`config.mk`:
```
export PLATFORM = sky130hd
export DESIGN_NAME = qdrm_ctrl
export DESIGN_NICKNAME = d
export VERILOG_FILES = /design/src/rtl/qdrm_pkg.sv /design/src/rtl/qdrm_req_fifo.sv /design/src/rtl/qdrm_lock_timer.sv /design/src/rtl/qdrm_rd_capture.sv /design/src/rtl/qdrm_ctrl.sv
export SDC_FILE = /design/constraint.sdc
export NUM_CORES = 1
export LEC_CHECK = 0
export BUFFER_PORTS_ARGS = -buffer_cell sky130_fd_sc_hd__buf_2
export CORE_ASPECT_RATIO = 0.6
export CORE_UTILIZATION = 34
export CTS_BUF_LIST = sky130_fd_sc_hd__clkbuf_8
export CTS_CLUSTER_SIZE = 20
export DETAILED_ROUTE_END_ITERATION = 10
export SYNTH_ARGS = -nofsm -noshare
export SYNTH_HDL_FRONTEND = slang
export SYNTH_SLANG_ARGS = --single-unit
```
`constraint.sdc`:
```
create_clock -name clk2x -period 2.8 [get_ports clk2x]
set_clock_uncertainty 0.2 [all_clocks]
set_input_delay 0.7 -clock clk2x [delete_from_list [all_inputs] [get_ports clk2x]]
set_output_delay 0.7 -clock clk2x [all_outputs]
set_load 0.05 [all_outputs]
```
`src/rtl/qdrm_pkg.sv`:
```
package qdrm_pkg;
  // half-cycle slot within one memory clock cycle
  typedef enum logic {
    SLOT_K  = 1'b0,
    SLOT_KN = 1'b1
  } slot_e;
endpackage

```
`src/rtl/qdrm_req_fifo.sv`:
```
module qdrm_req_fifo #(
  parameter int W     = 8,
  parameter int DEPTH = 4
) (
  input  logic         clk,
  input  logic         rst_n,
  input  logic         push,
  input  logic [W-1:0] din,
  output logic         full,
  input  logic         pop,
  output logic [W-1:0] dout,
  output logic         empty
);
  localparam int PW = (DEPTH > 1) ? $clog2(DEPTH) : 1;
  localparam int CW = $clog2(DEPTH + 1);

  logic [W-1:0]  store_q [DEPTH];
  logic [PW-1:0] wp_q, wp_d, rp_q, rp_d;
  logic [CW-1:0] cnt_q, cnt_d;

  always_comb begin
    wp_d  = wp_q;
    rp_d  = rp_q;
    cnt_d = cnt_q;
    if (push) wp_d = (wp_q == PW'(DEPTH - 1)) ? '0 : wp_q + 1'b1;
    if (pop)  rp_d = (rp_q == PW'(DEPTH - 1)) ? '0 : rp_q + 1'b1;
    if (push && !pop)      cnt_d = cnt_q + 1'b1;
    else if (pop && !push) cnt_d = cnt_q - 1'b1;
  end

  always_ff @(posedge clk or negedge rst_n) begin
    if (!rst_n) begin
      wp_q  <= '0;
      rp_q  <= '0;
      cnt_q <= '0;
    end else begin
      wp_q  <= wp_d;
      rp_q  <= rp_d;
      cnt_q <= cnt_d;
    end
  end

  always_ff @(posedge clk) begin
    if (push) store_q[wp_q] <= din;
  end

  assign full  = (cnt_q == CW'(DEPTH));
  assign empty = (cnt_q == '0);
  assign dout  = store_q[rp_q];
endmodule

```
`src/rtl/qdrm_lock_timer.sv`:
```
module qdrm_lock_timer #(
  parameter int LOCK_WAIT = 1024
) (
  input  logic clk,
  input  logic rst_n,
  input  logic tick,
  output logic locked
);
  localparam int CW = $clog2(LOCK_WAIT + 1);

  logic [CW-1:0] cnt_q, cnt_d;

  assign locked = (cnt_q == CW'(LOCK_WAIT));

  always_comb begin
    cnt_d = cnt_q;
    if (tick && !locked) cnt_d = cnt_q + 1'b1;
  end

  always_ff @(posedge clk or negedge rst_n) begin
    if (!rst_n) cnt_q <= '0;
    else        cnt_q <= cnt_d;
  end
endmodule

```
`src/rtl/qdrm_rd_capture.sv`:
```
module qdrm_rd_capture #(
  parameter int DW        = 18,
  parameter int IDW       = 3,
  parameter int LAT_HALF  = 3
) (
  input  logic           clk,
  input  logic           rst_n,
  input  logic           issue,
  input  logic [IDW-1:0] issue_id,
  input  logic [DW-1:0]  q_in,
  output logic           rsp_valid,
  output logic [IDW-1:0] rsp_id,
  output logic [DW-1:0]  rsp_d0,
  output logic [DW-1:0]  rsp_d1
);
  // stage k holds a read whose K slot began k edges ago
  localparam int NST = LAT_HALF + 2;

  logic [NST-1:0] vld_q;
  logic [IDW-1:0] idp_q [NST];
  logic [DW-1:0]  w0_q;
  logic           rv_q;
  logic [IDW-1:0] rid_q;
  logic [DW-1:0]  rd0_q, rd1_q;

  always_ff @(posedge clk or negedge rst_n) begin
    if (!rst_n) begin
      vld_q <= '0;
      for (int i = 0; i < NST; i++) idp_q[i] <= '0;
    end else begin
      vld_q[0] <= issue;
      idp_q[0] <= issue_id;
      for (int i = 1; i < NST; i++) begin
        vld_q[i] <= vld_q[i-1];
        idp_q[i] <= idp_q[i-1];
      end
    end
  end

  always_ff @(posedge clk or negedge rst_n) begin
    if (!rst_n) begin
      w0_q  <= '0;
      rv_q  <= 1'b0;
      rid_q <= '0;
      rd0_q <= '0;
      rd1_q <= '0;
    end else begin
      rv_q <= vld_q[NST-1];
      if (vld_q[NST-2]) w0_q <= q_in;
      if (vld_q[NST-1]) begin
        rid_q <= idp_q[NST-1];
        rd0_q <= w0_q;
        rd1_q <= q_in;
      end
    end
  end

  assign rsp_valid = rv_q;
  assign rsp_id    = rid_q;
  assign rsp_d0    = rd0_q;
  assign rsp_d1    = rd1_q;
endmodule

```
`src/rtl/qdrm_ctrl.sv`:
```
module qdrm_ctrl
  import qdrm_pkg::*;
#(
  parameter int AW          = 20,
  parameter int LANES       = 2,
  parameter int LANE_W      = 9,
  parameter int IDW         = 3,
  parameter int QDEPTH      = 4,
  parameter int LOCK_WAIT   = 1024,
  parameter int RD_LAT_HALF = 3
) (
  input  logic                      clk2x,
  input  logic                      rst_n,
  output logic                      k_phase,
  input  logic                      wr_valid,
  output logic                      wr_ready,
  input  logic [AW-1:0]             wr_addr,
  input  logic [LANES*LANE_W-1:0]   wr_data0,
  input  logic [LANES*LANE_W-1:0]   wr_data1,
  input  logic [LANES-1:0]          wr_be0,
  input  logic [LANES-1:0]          wr_be1,
  input  logic                      rd_valid,
  output logic                      rd_ready,
  input  logic [AW-1:0]             rd_addr,
  output logic                      rsp_valid,
  output logic [IDW-1:0]            rsp_id,
  output logic [LANES*LANE_W-1:0]   rsp_data0,
  output logic [LANES*LANE_W-1:0]   rsp_data1,
  output logic                      mem_rps_n,
  output logic                      mem_wps_n,
  output logic [AW-1:0]             mem_addr,
  output logic [LANES*LANE_W-1:0]   mem_d,
  output logic [LANES-1:0]          mem_bws_n,
  input  logic [LANES*LANE_W-1:0]   mem_q
);
  localparam int DW  = LANES * LANE_W;
  localparam int WQW = AW + 2 * DW + 2 * LANES;

  // write queue
  logic [WQW-1:0] wq_din, wq_dout;
  logic           wq_full, wq_empty, wq_push, wq_pop;
  logic [AW-1:0]  w_addr;
  logic [DW-1:0]  w_d0, w_d1;
  logic [LANES-1:0] w_be0, w_be1;

  // read queue
  logic [AW-1:0]  rq_dout;
  logic           rq_full, rq_empty, rq_push, rq_pop;

  // scheduler
  slot_e          k_ph_q, k_ph_d;
  logic           lock, enter_k, issue_rd, issue_wr;
  logic           rps_q, rps_d, wps_q, wps_d;
  logic [AW-1:0]  addr_q, addr_d;
  logic [DW-1:0]  d_q, d_d;
  logic [LANES-1:0] bws_q, bws_d;
  logic           hv_q, hv_d;
  logic [AW-1:0]  ha_q, ha_d;
  logic [DW-1:0]  hd_q, hd_d;
  logic [LANES-1:0] hb_q, hb_d;
  logic [IDW-1:0] id_q, id_d;

  assign wq_din  = {wr_addr, wr_data0, wr_data1, wr_be0, wr_be1};
  assign wq_push = wr_valid && !wq_full;
  assign wr_ready = !wq_full;
  assign w_addr  = wq_dout[WQW-1 -: AW];
  assign w_d0    = wq_dout[2*DW+2*LANES-1 -: DW];
  assign w_d1    = wq_dout[DW+2*LANES-1 -: DW];
  assign w_be0   = wq_dout[2*LANES-1 -: LANES];
  assign w_be1   = wq_dout[LANES-1:0];

  assign rq_push  = rd_valid && !rq_full;
  assign rd_ready = !rq_full;

  qdrm_req_fifo #(.W(WQW), .DEPTH(QDEPTH)) u_wq (
    .clk(clk2x), .rst_n(rst_n), .push(wq_push), .din(wq_din), .full(wq_full),
    .pop(wq_pop), .dout(wq_dout), .empty(wq_empty)
  );

  qdrm_req_fifo #(.W(AW), .DEPTH(QDEPTH)) u_rq (
    .clk(clk2x), .rst_n(rst_n), .push(rq_push), .din(rd_addr), .full(rq_full),
    .pop(rq_pop), .dout(rq_dout), .empty(rq_empty)
  );

  qdrm_lock_timer #(.LOCK_WAIT(LOCK_WAIT)) u_lock (
    .clk(clk2x), .rst_n(rst_n), .tick(enter_k), .locked(lock)
  );

  // the edge that ends a K# slot opens the next K slot
  assign enter_k  = (k_ph_q == SLOT_KN);
  assign issue_rd = enter_k && lock && !rq_empty;
  assign issue_wr = enter_k && lock && !wq_empty;
  assign rq_pop   = issue_rd;
  assign wq_pop   = issue_wr;

  always_comb begin
    k_ph_d = (k_ph_q == SLOT_K) ? SLOT_KN : SLOT_K;
    rps_d  = 1'b1;
    wps_d  = 1'b1;
    addr_d = '0;
    d_d    = '0;
    bws_d  = '1;
    hv_d   = hv_q;
    ha_d   = ha_q;
    hd_d   = hd_q;
    hb_d   = hb_q;
    id_d   = id_q;
    if (enter_k) begin
      rps_d = !issue_rd;
      wps_d = !issue_wr;
      if (issue_rd) begin
        addr_d = rq_dout;
        id_d   = id_q + 1'b1;
      end
      if (issue_wr) begin
        d_d   = w_d0;
        bws_d = ~w_be0;
      end
      hv_d = issue_wr;
      ha_d = w_addr;
      hd_d = w_d1;
      hb_d = w_be1;
    end else if (hv_q) begin
      addr_d = ha_q;
      d_d    = hd_q;
      bws_d  = ~hb_q;
    end
  end

  always_ff @(posedge clk2x or negedge rst_n) begin
    if (!rst_n) begin
      k_ph_q <= SLOT_K;
      rps_q  <= 1'b1;
      wps_q  <= 1'b1;
      addr_q <= '0;
      d_q    <= '0;
      bws_q  <= '1;
      id_q   <= '0;
    end else begin
      k_ph_q <= k_ph_d;
      rps_q  <= rps_d;
      wps_q  <= wps_d;
      addr_q <= addr_d;
      d_q    <= d_d;
      bws_q  <= bws_d;
      id_q   <= id_d;
    end
  end

  always_ff @(posedge clk2x or negedge rst_n) begin
    if (!rst_n) begin
      hv_q <= 1'b0;
      ha_q <= '0;
      hd_q <= '0;
      hb_q <= '0;
    end else if (enter_k) begin
      hv_q <= hv_d;
      ha_q <= ha_d;
      hd_q <= hd_d;
      hb_q <= hb_d;
    end
  end

  qdrm_rd_capture #(.DW(DW), .IDW(IDW), .LAT_HALF(RD_LAT_HALF)) u_cap (
    .clk(clk2x), .rst_n(rst_n), .issue(issue_rd), .issue_id(id_q), .q_in(mem_q),
    .rsp_valid(rsp_valid), .rsp_id(rsp_id), .rsp_d0(rsp_data0), .rsp_d1(rsp_data1)
  );

  assign k_phase   = (k_ph_q == SLOT_KN);
  assign mem_rps_n = rps_q;
  assign mem_wps_n = wps_q;
  assign mem_addr  = addr_q;
  assign mem_d     = d_q;
  assign mem_bws_n = bws_q;
endmodule

```
Word-level counts from Yosys, hierarchy flattened
Memory sizes are Yosys's and may differ from the RTL's.
Cells that the tools add are included.
- equal/unequal tests: 7
- muxes and demuxes: 24
- reduce and logical (&&, ||, !) cells: 24
- bitwise gates (word level): 2
- add/sub/neg operators: 10
- operators by type and width (operator ; number):
    $mux W20 ; 3
    $mux W18 ; 3
    $mux W2 ; 7
    $mux W3 ; 4
    $add A11 B1 Y11 const B ; 1
    $eq A11 B11 Y1 const B ; 1
    $logic_and A1 B1 Y1 ; 10
    $add A3 B1 Y3 const B ; 3
    $logic_not A1 Y1 ; 9
    $add A2 B1 Y2 const B ; 4
    $eq A2 B2 Y1 const B ; 4
    $mux W1 ; 7
    $eq A3 B3 Y1 const B ; 2
    $logic_not A3 Y1 ; 2
    $sub A3 B1 Y3 const B ; 2
    $not A2 Y2 ; 2
    $reduce_bool A2 Y1 ; 2
    $reduce_and A2 Y1 ; 1
- RAM bits: 320
- register bits after elaboration: 190
- memories kept: 2
- word-level logic and storage cells: 98
- output and inout port bits: 85
- memory list (name ; words ; bits a word ; rd ports ; clocked after Yosys merged registers in ; write ports ; RTL line ; RTL):
    u_wq.store_q ; 4 ; 60 ; 1 ; 0 ; 1 ; qdrm_req_fifo.sv:17 ; logic [W-1:0] store_q [DEPTH];
    u_rq.store_q ; 4 ; 20 ; 1 ; 0 ; 1 ; qdrm_req_fifo.sv:17 ;

Logic depth before layout (Yosys ltp)
- depth in word-level cells: 7
- mapped depth: 12

By module
A second synthesis with hierarchy kept.
- cells, all modules: 887
- area total of the unflattened synthesis: 19019.5 um2
- by module, submodules not included (module ; seq. area each (um2) ; instances ; area each (um2) ; cells each):
    qdrm_req_fifo (u_wq) ; 7382.1 ; 1 ; 9142.5 ; 351
    qdrm_ctrl ; 2182.1 ; 1 ; 3306.9 ; 204
    qdrm_req_fifo (u_rq) ; 2577.5 ; 1 ; 3305.7 ; 141
    qdrm_rd_capture ; 1951.9 ; 1 ; 2695.1 ; 141
    qdrm_lock_timer ; 275.3 ; 1 ; 569.3 ; 50

Least setup slack after synthesis
Ideal clock, no wire load.
- kind: input to register
- start: in wr_valid
- end: mem u_wq.store_q[1][0] (netlist name) (enable)
- stages: 2
- path slack: -337 ps
- data arrival time: 2513 ps
- path through: a21boi_1 -> and2_1
- word-level cells in the longest chain between the ends: 3
- RTL lines (what ; RTL line ; RTL):
    from (decl) ; qdrm_ctrl.sv:15 ; input logic wr_valid,
    $logic_and A1 B1 Y1 ; qdrm_ctrl.sv:64 ; assign wq_push = wr_valid && !wq_full;
    $mux W1 ; qdrm_req_fifo.sv:44 ; if (push) store_q[wp_q] <= din;
    $mux W1 (not written as such) ; qdrm_req_fifo.sv:44 ;
    to (decl) ; qdrm_req_fifo.sv:17 ;
Every way passes these cells.

Worst setup path in the final report
- start: reg u_lock.cnt_q[9]
- end: reg u_rq.cnt_q[1]
- word-level cells in the longest chain between the ends: 6
- elaborated cells between the ends (all ways): 8
- those cells by class: eq/ne: 1; mux: 1; reduce/logical: 6
- RTL lines (what ; RTL line ; RTL):
    from (decl) ; qdrm_lock_timer.sv:11 ; logic [CW-1:0] cnt_q, cnt_d;
    from (signal assigned) ; qdrm_lock_timer.sv:22 ; else cnt_q <= cnt_d;
    $eq A11 B11 Y1 ; qdrm_lock_timer.sv:13 ; assign locked = (cnt_q == CW'(LOCK_WAIT));
    $logic_and A1 B1 Y1 (2 in a row) ; qdrm_ctrl.sv:91 ; assign issue_rd = enter_k && lock && !rq_empty;
    $logic_not A1 Y1 ; qdrm_req_fifo.sv:27 ; if (push && !pop) cnt_d = cnt_q + 1'b1;
    $logic_and A1 B1 Y1 ; qdrm_req_fifo.sv:27 ;
    $mux W3 ; qdrm_req_fifo.sv:27 ;
    named net u_rq.cnt_d[1] ; qdrm_req_fifo.sv:19 ; logic [CW-1:0] cnt_q, cnt_d;
    to (signal assigned) ; qdrm_req_fifo.sv:39 ; cnt_q <= cnt_d;
    to (decl) ; qdrm_req_fifo.sv:19 ;
The timed path passes the listed nets, and every way through them passes these cells.
A chain may end at the register's enable or synchronous reset.

==> summary.md <==
| Metric | Value |
|---|---|
| Pre-CTS setup slack | `-132.2 ps` |
| Peak supply drop | `255.7 µV` |
| Syn_nets | `1074` |
| Clk pin slew, worst setup/hold paths | `60 ps` |
| HP Class | `input pin to flip-flop` |
| Largest fanout of any net on the critical path | `5` |
| Final worst path period share | `0.9669` |
| Worst setup SP type | `flip-flop` |
| Placed wire-length estimate after detailed placement | `24030 µm` |
| Number of buffers on the longest clock path | `3` |
| Final period demand of the worst path | `2707 ps` |
| Final wirelength | `38490 µm` |
| Post-DP Area | `21330 µm²` |
| Final worst slack | `92.77 ps` |
| Element type at the critical path end | `flip-flop` |
| Cts bufs inserted | `79` |
| Max incr delay on CP | `580 ps` |
| Insertion delay of the later-clocked pin in the worst-skew pair | `610 ps` |
| Setup repair after global routing missed its margin | `false` |
| Least-Margin Pin Slew | `802.9 ps` |
| Max frequency | `0.3694 GHz` |
| Antenna violation net count after detailed routing | `0` |
| Buf+Inv Stages, Crit Path | `1` |
| Count of unique library cells instantiated by Yosys | `35` |
| Net count of the finished layout | `1353` |
| Wire length of the first global-routing pass | `59370 µm` |
| Top post-synthesis cells by area | `edfxtp_1 51%, dfrtp_1 25%, mux4_2 9.5%` |
| Tightest hold margin | `98.65 ps` |
| Met2 Routed Length | `17380 µm` |
| Total DRC errors in the routed layout | `0` |
| Fraction of final layout cells sized beyond drive strength 1 | `0.4518` |
| Fraction of registers with async set/reset | `0.3725` |
| Area added between synthesis and finish | `20.81%` |
| Biggest area consumer among synthesized cells | `edfxtp_1` |
| Kind of cell with the highest combined delay on the critical path | `simple AND/OR/NAND/NOR gates` |
| Std-Cell Core Area | `54670 µm²` |
| Initial antenna violation count | `14` |
| Met1 Routed Length | `17740 µm` |
| Launch point of the worst path | `u_lock.cnt_q[9]$_DFFE_PN0P_` |
| Startpoint-to-endpoint class of the critical path | `flip-flop to flip-flop` |
| Top routing layer in use | `met5` |
| Count of buffers from port buffering | `186` |
| Placed Instances | `1900` |
| Leading cell type in the layout, fill and taps excluded | `edfxtp_1` |
| Data arrival time of the worst path | `3000 ps` |
| Number of synthesized flops with an enable pin | `320` |
| Maximum number of pins on one net before global-route repair | `55` |
| Final non-filler cell area | `22920 µm²` |
| Cell Count, Final, Fillers Out | `2053` |
| H-tree levels | `3` |
| Summed instance area of the synthesized netlist | `18970 µm²` |
| Overall die height | `185.0 µm` |
| Synthesized area per cell | `19.86 µm²` |
| I/O pins | `187` |
| Number of global-route vias before repair | `10000` |
| Die Span X | `306.9 µm` |
| Chain of cells forming the critical path | `or4_4 -> or4_4 -> ha_4 -> inv_2 -> fa_1 -> mux2_2` |
| Post-CTS setup-driven buffer insertion count | `0` |
| Routed wire length per instance | `18.75 µm` |
| Total of endpoints with negative setup slack in the final report | `0` |
| Global routing usage summed across all routing layers | `0.1387` |
| Max_cap viols | `0` |
| Count of yosys warnings during synthesis | `0` |
| Global placement routability congestion | `0.7509` |
| Commonest cells after routing, fill and taps aside | `320 x edfxtp_1, 185 x buf_2, 183 x dfrtp_1, 104 x mux2_2, 93 x clkbuf_8` |
| Max-slew headroom | `0.4647` |
| Count of state elements after synthesis | `510` |
| Hold wc startpoint | `rd_addr[3]` |
| TritonCTS clock tree | `built` |
| Root buffer selected by CTS | `clkbuf_8` |
| # clock sinks | `510` |
| Run status | `complete, no violations` |
| Number of cell rows | `66` |
| Vias | `9384` |
| Initial DRC count | `529` |
| Power per Cell Area | `765.6 nW/µm²` |
| Share of synthesized area occupied by flip-flops and latches | `0.7575` |
| Slew Limit Fails | `0` |
| Most instantiated flip-flop cell in the synthesis netlist | `edfxtp_1` |
| Remaining global-route overflow | `0` |
| Leakage power | `9.224 nW` |
| Launching point of the worst reg2reg path | `u_lock.cnt_q[9]$_DFFE_PN0P_` |
| Met3 WL post-DR | `2497 µm` |
| Final hold violation count | `0` |
| Cell seen most often among critical-path stages | `or4_4` |
| Standard cell with the maximum stage delay on the critical path | `or4_4` |
| Area of the die | `56770 µm²` |
| Total iterations of the first detailed-routing run | `4` |
| Syn Inst Count | `955` |
| Share of Yosys cell area claimed by the top area cell type | `0.5066` |
| Critical Path RT | `3100 ps` |
| Vias per std cell | `4.571` |
| Starting density of the core | `0.3470` |
-- metal layers --
layer  GRT usage  up-vias
met5           0        -
met4     0.04460       10
met3     0.04657       80
met2      0.2074      205
met1      0.1903     4879
li1            -     4210
-- final cells by class --
cell class / count / area [µm²]
diodes: 8 / 20.02
clock buffers: 93 / 1280
clock inverters: 51 / 270.3
fillers: 4973 / 31750
inverters: 53 / 198.9
multi-input cells: 351 / 4254
flip-flops and latches: 510 / 14380
well taps: 748 / 935.9
repair buffers: 239 / 1579
-- kinds of logic (layout without fill, tap and decap cells) --
group | after synthesis | count (layout) | share of synthesized area
flops | 510 | 510 | 0.7575
mux | 189 | 189 | 0.1607
buf+inv | 94 | 436 | 0.02124
simple gates | 81 | 81 | 0.01992
compound gates | 46 | 46 | 0.01992
xor+xnor | 18 | 18 | 0.008708
fa+ha+maj | 17 | 17 | 0.01201
other cells | 0 | 8 | 0
-- synth_stat cells, types with 4 or more instances --
| cell | instances |
|---|---|
| edfxtp_1 | 320 |
| dfrtp_1 | 186 |
| mux2_2 | 104 |
| mux4_2 | 80 |
| inv_1 | 53 |
| nand2_1 | 43 |
| o21ai_2 | 33 |
| clkbuf_1 | 23 |
| ha_1 | 15 |
| nor2_1 | 9 |
| xor2_1 | 9 |
| and2_1 | 8 |
| xnor2_1 | 8 |
| buf_2 | 7 |
| or4_1 | 6 |
| buf_1 | 5 |
| buf_6 | 5 |
| mux2_4 | 5 |
| nand4_1 | 5 |
| dfstp_2 | 4 |
| nor3_1 | 4 |
-- worst register-to-register path, cell delays in order (launching register included) --
cell	delay (ps)
dfrtp_1	370
or4_4	560
or4_4	580
ha_4	180
inv_2	40
fa_1	390
mux2_2	270
-- flip-flops by register name (all words and copies together) (netlist names), 5 cells and up --
name,count
u_wq.store_q,240
u_rq.store_q,80
ha_q,20
mem_addr,20
hd_q,18
mem_d,18
u_cap.rsp_d0,18
u_cap.rsp_d1,18
u_cap.w0_q,18
u_cap.idp_q,15
u_lock.cnt_q,11
u_cap.vld_q,5
-- report_power, final --
part           leakage [nW]  internal, mW  switching (mW)
registers              5.44          9.21           0.302
logic                  2.87         0.838            1.13
clock network         0.912          3.21            2.86
-- through the flow --
| step | TNS (ps) | power [mW] | util |
|---|---|---|---|
| global placement | -152.9 | 11.61 | 0.3901 |
| floorplan | -425.4 | 10.66 | - |
| CTS | 0 | 17.87 | 0.4187 |
| detailed placement | -216.9 | 11.70 | 0.3901 |
| global route | 0 | 18.43 | 0.4188 |
| finish | 0 | 17.54 | 0.4192 |
-- path summary, 6_finish.rpt --
kind | endpoint | slack (ps) | depth (start not counted)
max | u_rq.cnt_q[1]$_DFFE_PN0P_ | 90 | 6
min | u_rq.store_q[2][3]$_DFFE_PP_ | 100 | 1
max reg2reg | u_rq.cnt_q[1]$_DFFE_PN0P_ | 90 | 6
min reg2reg | u_cap.idp_q[0]$_DFF_PN0_ | 150 | 0
max in group asynchronous | u_cap.rsp_d0[5]$_DFFE_PN0P_ | 1310 | 3
min in group asynchronous | u_rq.cnt_q[0]$_DFFE_PN0P_ | 370 | 2
-- repair_timing --
action | in CTS | in global routing
pin swaps | 0 | 0
endpoints found under the hold margin | 28 | 0
gates cloned | 0 | 0
setup endpoints to repair | 3 | 2
resized for setup | 2 | 1
hold buffers | 1 | 0
Note: power is estimated with default switching activity, not from simulation.
